===== config.mk =====
export PLATFORM = sky130hd
export DESIGN_NAME = decim_sync_gen
export DESIGN_NICKNAME = d
export VERILOG_FILES = /design/src/rtl/decim_sync_pkg.sv /design/src/rtl/dsync_pulse_master.sv /design/src/rtl/dsync_capture.sv /design/src/rtl/dsync_phase_stage.sv /design/src/rtl/decim_sync_gen.sv
export SDC_FILE = /design/constraint.sdc
export NUM_CORES = 1
export LEC_CHECK = 0
export BUFFER_PORTS_ARGS = -buffer_cell sky130_fd_sc_hd__buf_4
export CORE_MARGIN = 2
export CORE_UTILIZATION = 45
export CTS_BUF_LIST = sky130_fd_sc_hd__clkbuf_4
export DETAILED_ROUTE_END_ITERATION = 10
export GPL_TIMING_DRIVEN = 0
export PLACE_DENSITY = 0.58
export SKIP_CTS_REPAIR_TIMING = 1
export SYNTH_ARGS = -nofsm -noshare
export SYNTH_HDL_FRONTEND = slang
export SYNTH_SLANG_ARGS = --single-unit

===== constraint.sdc =====
create_clock -name clk -period 10.5 [get_ports clk]
set_input_delay 1.05 -clock clk [delete_from_list [all_inputs] [get_ports clk]]
set_output_delay 1.05 -clock clk [all_outputs]
set_load 0.005 [all_outputs]

===== src/rtl/decim_sync_pkg.sv =====
package decim_sync_pkg;

    // Role selected by the configuration bit
    typedef enum logic {
        ROLE_SLAVE  = 1'b0,
        ROLE_MASTER = 1'b1
    } sync_role_e;

    // The two sync lines handled together
    typedef struct packed {
        logic cic;
        logic fir;
    } sync_pair_t;

endpackage


===== src/rtl/dsync_pulse_master.sv =====
module dsync_pulse_master
    import decim_sync_pkg::*;
#(
    parameter int unsigned FW = 8
) (
    input  logic          clk,
    input  logic          rst_n,
    input  logic [FW-1:0] fac_a,
    input  logic [FW-1:0] fac_b,
    input  logic [FW-1:0] fac_c,
    output sync_pair_t    pulse_o
);
    localparam int unsigned PW = 2 * FW;

    typedef struct packed {
        logic [PW-1:0] gcnt;
        logic [FW-1:0] fcnt;
        sync_pair_t    pulse;
    } gen_state_t;

    gen_state_t st_d, st_q;

    logic [FW-1:0] a_eff, b_eff, c_lim;
    logic [PW-1:0] prod, p_lim;
    logic          gen_cic, gen_fir;

    always_comb begin
        a_eff   = (fac_a == '0) ? FW'(1) : fac_a;
        b_eff   = (fac_b == '0) ? FW'(1) : fac_b;
        c_lim   = (fac_c == '0) ? '0 : fac_c - FW'(1);
        prod    = PW'(a_eff) * PW'(b_eff);
        p_lim   = prod - PW'(1);
        gen_cic = (st_q.gcnt == '0);
        gen_fir = gen_cic && (st_q.fcnt == '0);

        st_d           = st_q;
        st_d.gcnt      = (st_q.gcnt >= p_lim) ? '0 : st_q.gcnt + PW'(1);
        if (gen_cic) begin
            st_d.fcnt  = (st_q.fcnt >= c_lim) ? '0 : st_q.fcnt + FW'(1);
        end
        st_d.pulse.cic = gen_cic;
        st_d.pulse.fir = gen_fir;
    end

    always_ff @(posedge clk) begin
        if (!rst_n) begin
            st_q <= '0;
        end else begin
            st_q <= st_d;
        end
    end

    assign pulse_o = st_q.pulse;

    // FIR pulse only rides on a CIC pulse
    assert_fir_on_cic_R4: assert property (@(posedge clk) disable iff (!rst_n)
        pulse_o.fir |-> pulse_o.cic);

    // A pulse with a period above one is never followed by another at once
    assert_cic_gap_R3: assert property (@(posedge clk) disable iff (!rst_n)
        (pulse_o.cic && p_lim != '0 && $stable(p_lim)) |=> !pulse_o.cic);

endmodule


===== src/rtl/dsync_capture.sv =====
module dsync_capture
    import decim_sync_pkg::*;
(
    input  logic       clk,
    input  logic       rst_n,
    input  sync_pair_t pad_i,
    output sync_pair_t sync_o
);
    localparam int unsigned NL = $bits(sync_pair_t);

    logic [NL-1:0] cap_d, cap_q;
    logic [NL-1:0] pad_v;

    assign pad_v = pad_i;

    // One register per pad line
    for (genvar gi = 0; gi < NL; gi++) begin : g_line
        always_comb begin
            cap_d[gi] = pad_v[gi];
        end

        always_ff @(posedge clk) begin
            if (!rst_n) begin
                cap_q[gi] <= 1'b0;
            end else begin
                cap_q[gi] <= cap_d[gi];
            end
        end
    end

    assign sync_o = cap_q;

endmodule


===== src/rtl/dsync_phase_stage.sv =====
module dsync_phase_stage #(
    parameter int unsigned FW = 8
) (
    input  logic          clk,
    input  logic          rst_n,
    input  logic [FW-1:0] fac,
    input  logic          adv,
    input  logic          resync,
    output logic          stb
);
    typedef struct packed {
        logic [FW-1:0] cnt;
    } ph_state_t;

    ph_state_t st_d, st_q;

    logic [FW-1:0] lim;
    logic [FW-1:0] eff;

    always_comb begin
        lim  = (fac == '0) ? '0 : fac - FW'(1);
        // A resync places the stage at phase zero in this very cycle
        eff  = resync ? '0 : st_q.cnt;
        stb  = adv && (eff == '0);
        st_d = st_q;
        if (adv) begin
            st_d.cnt = (eff >= lim) ? '0 : eff + FW'(1);
        end else begin
            st_d.cnt = eff;
        end
    end

    always_ff @(posedge clk) begin
        if (!rst_n) begin
            st_q <= '0;
        end else begin
            st_q <= st_d;
        end
    end

endmodule


===== src/rtl/decim_sync_gen.sv =====
module decim_sync_gen
    import decim_sync_pkg::*;
#(
    parameter int unsigned FW = 8
) (
    input  logic          clk,
    input  logic          rst_n,
    input  logic          role_master,
    input  logic [FW-1:0] fac_cic1,
    input  logic [FW-1:0] fac_cic2,
    input  logic [FW-1:0] fac_fir,
    input  logic          pad_cic_in,
    input  logic          pad_fir_in,
    output logic          pad_cic_out,
    output logic          pad_fir_out,
    output logic          pad_cic_oe,
    output logic          pad_fir_oe,
    output logic          stb_cic1,
    output logic          stb_cic2,
    output logic          stb_fir
);
    sync_role_e role;
    sync_pair_t gen_pulse;
    sync_pair_t pad_seen;
    sync_pair_t sync_q;
    logic [FW-1:0] lim_a;

    assign role = sync_role_e'(role_master);

    dsync_pulse_master #(.FW(FW)) u_master (
        .clk     (clk),
        .rst_n   (rst_n),
        .fac_a   (fac_cic1),
        .fac_b   (fac_cic2),
        .fac_c   (fac_fir),
        .pulse_o (gen_pulse)
    );

    assign pad_cic_out = gen_pulse.cic;
    assign pad_fir_out = gen_pulse.fir;
    assign pad_cic_oe  = (role == ROLE_MASTER);
    assign pad_fir_oe  = (role == ROLE_MASTER);

    // The pad level is used in both roles
    assign pad_seen.cic = pad_cic_in;
    assign pad_seen.fir = pad_fir_in;

    dsync_capture u_capture (
        .clk    (clk),
        .rst_n  (rst_n),
        .pad_i  (pad_seen),
        .sync_o (sync_q)
    );

    dsync_phase_stage #(.FW(FW)) u_stage_cic1 (
        .clk    (clk),
        .rst_n  (rst_n),
        .fac    (fac_cic1),
        .adv    (1'b1),
        .resync (sync_q.cic),
        .stb    (stb_cic1)
    );

    dsync_phase_stage #(.FW(FW)) u_stage_cic2 (
        .clk    (clk),
        .rst_n  (rst_n),
        .fac    (fac_cic2),
        .adv    (stb_cic1),
        .resync (sync_q.cic),
        .stb    (stb_cic2)
    );

    dsync_phase_stage #(.FW(FW)) u_stage_fir (
        .clk    (clk),
        .rst_n  (rst_n),
        .fac    (fac_fir),
        .adv    (stb_cic2),
        .resync (sync_q.fir),
        .stb    (stb_fir)
    );

    assign lim_a = (fac_cic1 == '0) ? '0 : fac_cic1 - FW'(1);

    // Slower strobes always sit on faster ones
    assert_fir_nested_R6: assert property (@(posedge clk) disable iff (!rst_n)
        stb_fir |-> stb_cic2);
    assert_cic2_nested_R6: assert property (@(posedge clk) disable iff (!rst_n)
        stb_cic2 |-> stb_cic1);

    // A registered CIC pad pulse fires both CIC strobes
    assert_resync_fires_R5: assert property (@(posedge clk) disable iff (!rst_n)
        sync_q.cic |-> (stb_cic1 && stb_cic2));

    // First-stage strobe cannot repeat at once unless its period is one or a resync hits
    assert_cic1_gap_R6: assert property (@(posedge clk) disable iff (!rst_n)
        (stb_cic1 && lim_a != '0 && $stable(lim_a)) |=> (!stb_cic1 || sync_q.cic));

endmodule


### Word level (Yosys, flattened, before mapping)

Cells that the tools add are included.

| cells by class | value |
|---|---|
| $add $sub $neg | 9 |
| multiply operators | 1 |
| div/mod/pow operators | 0 |
| magnitude comparators | 5 |
| equality and inequality tests | 0 |
| shift operators | 0 |
| muxes and demuxes | 13 |
| bitwise operators | 1 |
| reduce and logical (&&, ||, !) cells | 13 |

Operators by type and width:

| cell | number |
|---|---|
| 2-to-1 mux 8 bit | 13 |
| logical NOT 8 bit | 7 |
| adder 8 x 1 -> 8 bit, second input constant | 4 |
| >= comparator 8 bit | 4 |
| subtractor 8 x 1 -> 8 bit, second input constant | 3 |
| adder 16 x 1 -> 16 bit, second input constant | 1 |
| >= comparator 16 bit | 1 |
| logical NOT 16 bit | 1 |
| multiplier 8 x 8 -> 16 bit | 1 |
| subtractor 16 x 1 -> 16 bit, second input constant | 1 |
| OR reduction 2 bit | 2 |
| logical AND 1 bit | 3 |
| inverter 1 bit | 1 |

| word-level totals | value |
|---|---|
| flip-flop bits (word level) | 52 |
| bits in latches | 0 |
| bits in writable memories | 0 |
| ROM bits | 0 |
| word-level logic and storage cells | 51 |
| memories kept | 0 |

### Longest topological paths before layout

| depth | value |
|---|---|
| word-level depth | 6 |
| depth in mapped cells | 28 |

### Modules after synthesis

Synthesis repeated with hierarchy kept, for this count alone.

| unflattened totals | value |
|---|---|
| cells, all modules | 816 |
| area total of the unflattened synthesis | 6751.5 um2 |

By module, submodules not included:

| module | instances | cells an instance | area an instance (um2) | seq. area each (um2) |
|---|---|---|---|---|
| dsync_pulse_master | 1 | 524 | 4244.1 | 520.5 |
| dsync_phase_stage | 3 | 95 | 812.0 | 160.2 |
| dsync_capture | 1 | 4 | 52.6 | 40.0 |
| decim_sync_gen | 1 | 3 | 18.8 | 0.0 |

### Worst setup path after synthesis

Ideal clock, no wire load.

| timing | value |
|---|---|
| kind | input to register |
| start | input port fac_cic1[1] |
| end | register u_master.st_q[17] (netlist bit) |
| setup time | 73 ps |
| arrival | 7041 ps |
| required time | 10427 ps |
| path slack | 3386 ps |
| stages on the path | 26 |
| path buffers | 4 |
| path through | clkbuf_1 inv_2 ha_1 nand3b_1 or4_1 clkbuf_1 buf_2 and3_1 fa_1 fa_1 fa_1 inv_1 fa_1 inv_1 ha_1 o21ai_0 nor2_1 a21oi_1 o21ai_1 xnor2_1 ha_1 and4_1 a221oi_1 o2111ai_1 buf_4 nor3_2 |

| between the ends | value |
|---|---|
| word-level cells in the longest chain between the ends | 6 |

RTL lines:

| what | line | RTL |
|---|---|---|
| from (decl) | decim_sync_gen.sv:9 | `input logic [FW-1:0] fac_cic1,` |
| logical NOT 8 bit | -- |  |
| 2-to-1 mux 8 bit (*) | dsync_pulse_master.sv:28 | `a_eff = (fac_a == '0) ? FW'(1) : fac_a;` |
| multiplier 8 x 8 -> 16 bit (*) | dsync_pulse_master.sv:31 | `prod = PW'(a_eff) * PW'(b_eff);` |
| subtractor 16 x 1 -> 16 bit (*) | dsync_pulse_master.sv:32 | `p_lim = prod - PW'(1);` |
| >= comparator 16 bit (*) | dsync_pulse_master.sv:37 | `st_d.gcnt = (st_q.gcnt >= p_lim) ? '0 : st_q.gcnt + PW'(1);` |
| OR reduction 2 bit (no source line) (*) | -- |  |
| to (signal assigned) | dsync_pulse_master.sv:49 | `st_q <= st_d;` |
| to (decl) | dsync_pulse_master.sv:21 | `gen_state_t st_d, st_q;` |

Every way passes the cells marked *; elsewhere a longest branch is shown, timed or not.
A chain may end at the register's enable or synchronous reset.

### Worst setup path after layout

| timing | value |
|---|---|
| start | input port fac_cic1[1] |
| end | register u_master.st_q[21] (netlist bit) |

The elaborated chain is that of the path after synthesis.

==> run metrics <==
final wirelength=around 14 mm; total number of vias=around 5300; CTS tree=yes; Total GRT Usage=0.193; number of H-tree levels=2; slowest stage delay, CP=about 0.53 ns; Slew headroom=0.561; Critical Path AT=between 7 and 8 ns; internal power=0.583 mW; fin. max-slew vios=0; VDD IR max=0.0000723 V; mapped cell area=around 6600 um2; Gate power share=0.690; Post-Syn Nets=about 960; Post-DP HPWL=between 10 and 15 mm; Yosys cell types=59; Mapped Avg Cell Area=about 8.3 um2; Core ar.=between 10000 and 15000 um2; synth warn=0; initial antenna violation count=0; Synth Area in Compound Gates=0.0984; period utilization=0.716; post-synthesis adder-cell area fraction=0.316; clock buffer depth=2; CP Max Fanout=10; CP most frequent cell=fa_1; Fillers=1393; multiplexer share of the synthesized area=0.0122; I/O pin total=36; Sequential Power Share=0.201; simple-gate share of the synthesized area=0.261; mean routed wirelength per cell=~14 um; area grow syn2layout=8.28%; fmax=0.133 GHz; async set or reset register ratio after synthesis=0; Root Driver=clkbuf_4; die width=125 um; setup slack after layout=between 2 and 3 ns; Crit. End Element=register; largest net degree at the start of global routing=17; Post-synth EDFFs=0; vias in the first global route=between 5000 and 6000; clock power share=0.109; RSZ-0062 raised after global routing=no; TritonRoute pass-1 iters=4; Seq cells post-synth=52; Sequential Area=between 1000 and 1500 um2; post-layout instance area=7100 um2; share of cells above drive strength 1=0.104; Num CTS Buffers=5; Starting Density=0.457; Leakage=~3.4 nW; Synth Area in XOR/XNOR=0.0801; Final nets=approximately 1000; final hold vios=0; most common cell after layout, fill and taps aside=ha_1; clock transition at the registers of the reported paths=approximately 0.15 ns; Largest delay share family, worst path=adder cells; first-pass GRT wire length=around 25 mm; vias per inst=5.28; # clock sinks=52; Switching Fraction=0.466; crit path launch type=primary input; port buffer count=31; worst hold path type=reg -> reg; worst slack at placement=2.60 ns; Primary FF master, synth=dfxtp_1; CP max stage cell=fa_1; post-route DRC violation count=0; Worst-Margin Slew=0.658 ns; Cells after DPL=1002; die area=approximately 16000 um2; MaxCap Viol Count=0; Final Critical Period=~7.5 ns; fin cells=1010; initial DRC count=between 200 and 250; clock skew=0.0150 ns; Post-Synthesis Cells=just under 800; most frequent cells in the layout=ha_1 (100), inv_1 (92), nand2_1 (69), dfxtp_1 (52); outcome=completed; DP Area=~7000 um2; latest clock arrival within the worst-skew pair=approximately 0.40 ns; Antenna Nets Post-Route=0; largest family of logic cells by synthesized area=adder cells; diode count=0; # rows=44; pwr dens=~150 nW/um2; sw power=0.509 mW; total grt overflow=0; Crit Path Class=in -> reg; die extent in y=~120 um; worst path buffer plus inverter count=7; Seq/Total Area, Yosys=0.159; Worst EP required=10.80 ns; Final TNS setup=0 ns; Setup violations, final=0; RePlAce Congestion=0.843; area occupied by multi-input gates=around 5000 um2
metrics by stage:
| step | power (mW) | utilization | hold WS, ns |
|---|---|---|---|
| finish | 1.09 | 0.494 | 0.510 |
| global placement | 0.957 | 0.489 | 0.493 |
| detailed placement | 0.978 | 0.489 | 0.491 |
| global route | 1.23 | 0.494 | 0.526 |
| floorplan | 0.806 | - | 0.454 |
| CTS | 1.11 | 0.494 | 0.511 |
Yosys cell counts, types with 5 or more instances:
cell,number,share of area
nor2_1,41,0.023
a21oi_1,32,0.024
nor3b_1,7,0.0080
nor2b_1,25,0.024
o21ai_1,6,0.0046
nor3_2,12,0.018
fa_1,41,0.13
inv_1,92,0.053
a21o_1,12,0.014
nor3_1,25,0.019
and2_1,29,0.028
nor2_2,8,0.0076
nand4_1,13,0.012
mux2i_1,8,0.012
o21ai_0,12,0.0092
buf_2,6,0.0046
nand2_1,69,0.039
nor4b_1,5,0.0067
nand2b_1,12,0.011
clkbuf_1,17,0.0097
ha_1,100,0.19
xor2_1,27,0.036
xnor2_1,33,0.044
inv_2,6,0.0034
dfxtp_1,52,0.16
and3_1,17,0.016
and4_1,5,0.0067
nand3_1,21,0.016
cell families (layout without fill, tap and decap cells):
logic type,count (synthesis),count (layout)
AOI/OAI and AO/OA,95,95
xor gates and xnor gates,60,60
adders and majority gates,141,141
buffers and inverters,124,163
DFF,52,52
muxes,8,8
and+or+nand+nor,307,307
sequential cells by signal, indices dropped and copies added, names as in the netlist:
signal and count:
u_stage_fir.st_q 8, u_stage_cic2.st_q 8, u_master.pulse_o 2, u_stage_cic1.st_q 8, u_capture.sync_o 2, u_master.st_q 24
power groups by stage:
stage | Sequential (mW) | Clock, mW | Combinational, mW
global route | 0.222 | 0.131 | 0.879
finish | 0.220 | 0.119 | 0.753
detailed placement | 0.225 | 0 | 0.754
floorplan | 0.221 | 0 | 0.585
global placement | 0.223 | 0 | 0.733
CTS | 0.220 | 0.124 | 0.761
worst paths after layout:
path,from,to,slack (ns),cells past startpoint
min reg2reg,u_master.st_q[10],u_master.st_q[10],0.51,1
min,u_master.st_q[10],u_master.st_q[10],0.51,1
max reg2reg,u_capture.sync_o[1],u_stage_fir.st_q[3],7.50,9
max,fac_cic1[1],u_master.st_q[21],2.99,26
layer usage:
| layer | vias to the layer above | wire [um] | GRT usage |
|---|---|---|---|
| li1 | 2718 | - | - |
| met1 | 2533 | 7030 | 0.260 |
| met2 | 68 | 6880 | 0.330 |
| met3 | 12 | 345 | 0.0253 |
| met4 | 0 | 140 | 0.0377 |
| met5 | - | 0 | 0 |
cell type report:
type                            instances  share of cell area
Tap cell                              184              0.0324
Clock buffer                            5             0.00528
Buffer                                 26              0.0164
Multi-Input combinational cell        611               0.709
Timing Repair Buffer                   31              0.0328
Sequential cell                        52               0.147
Clock inverter                          3             0.00599
Inverter                               98              0.0518
(Power assumes the default switching activity.)
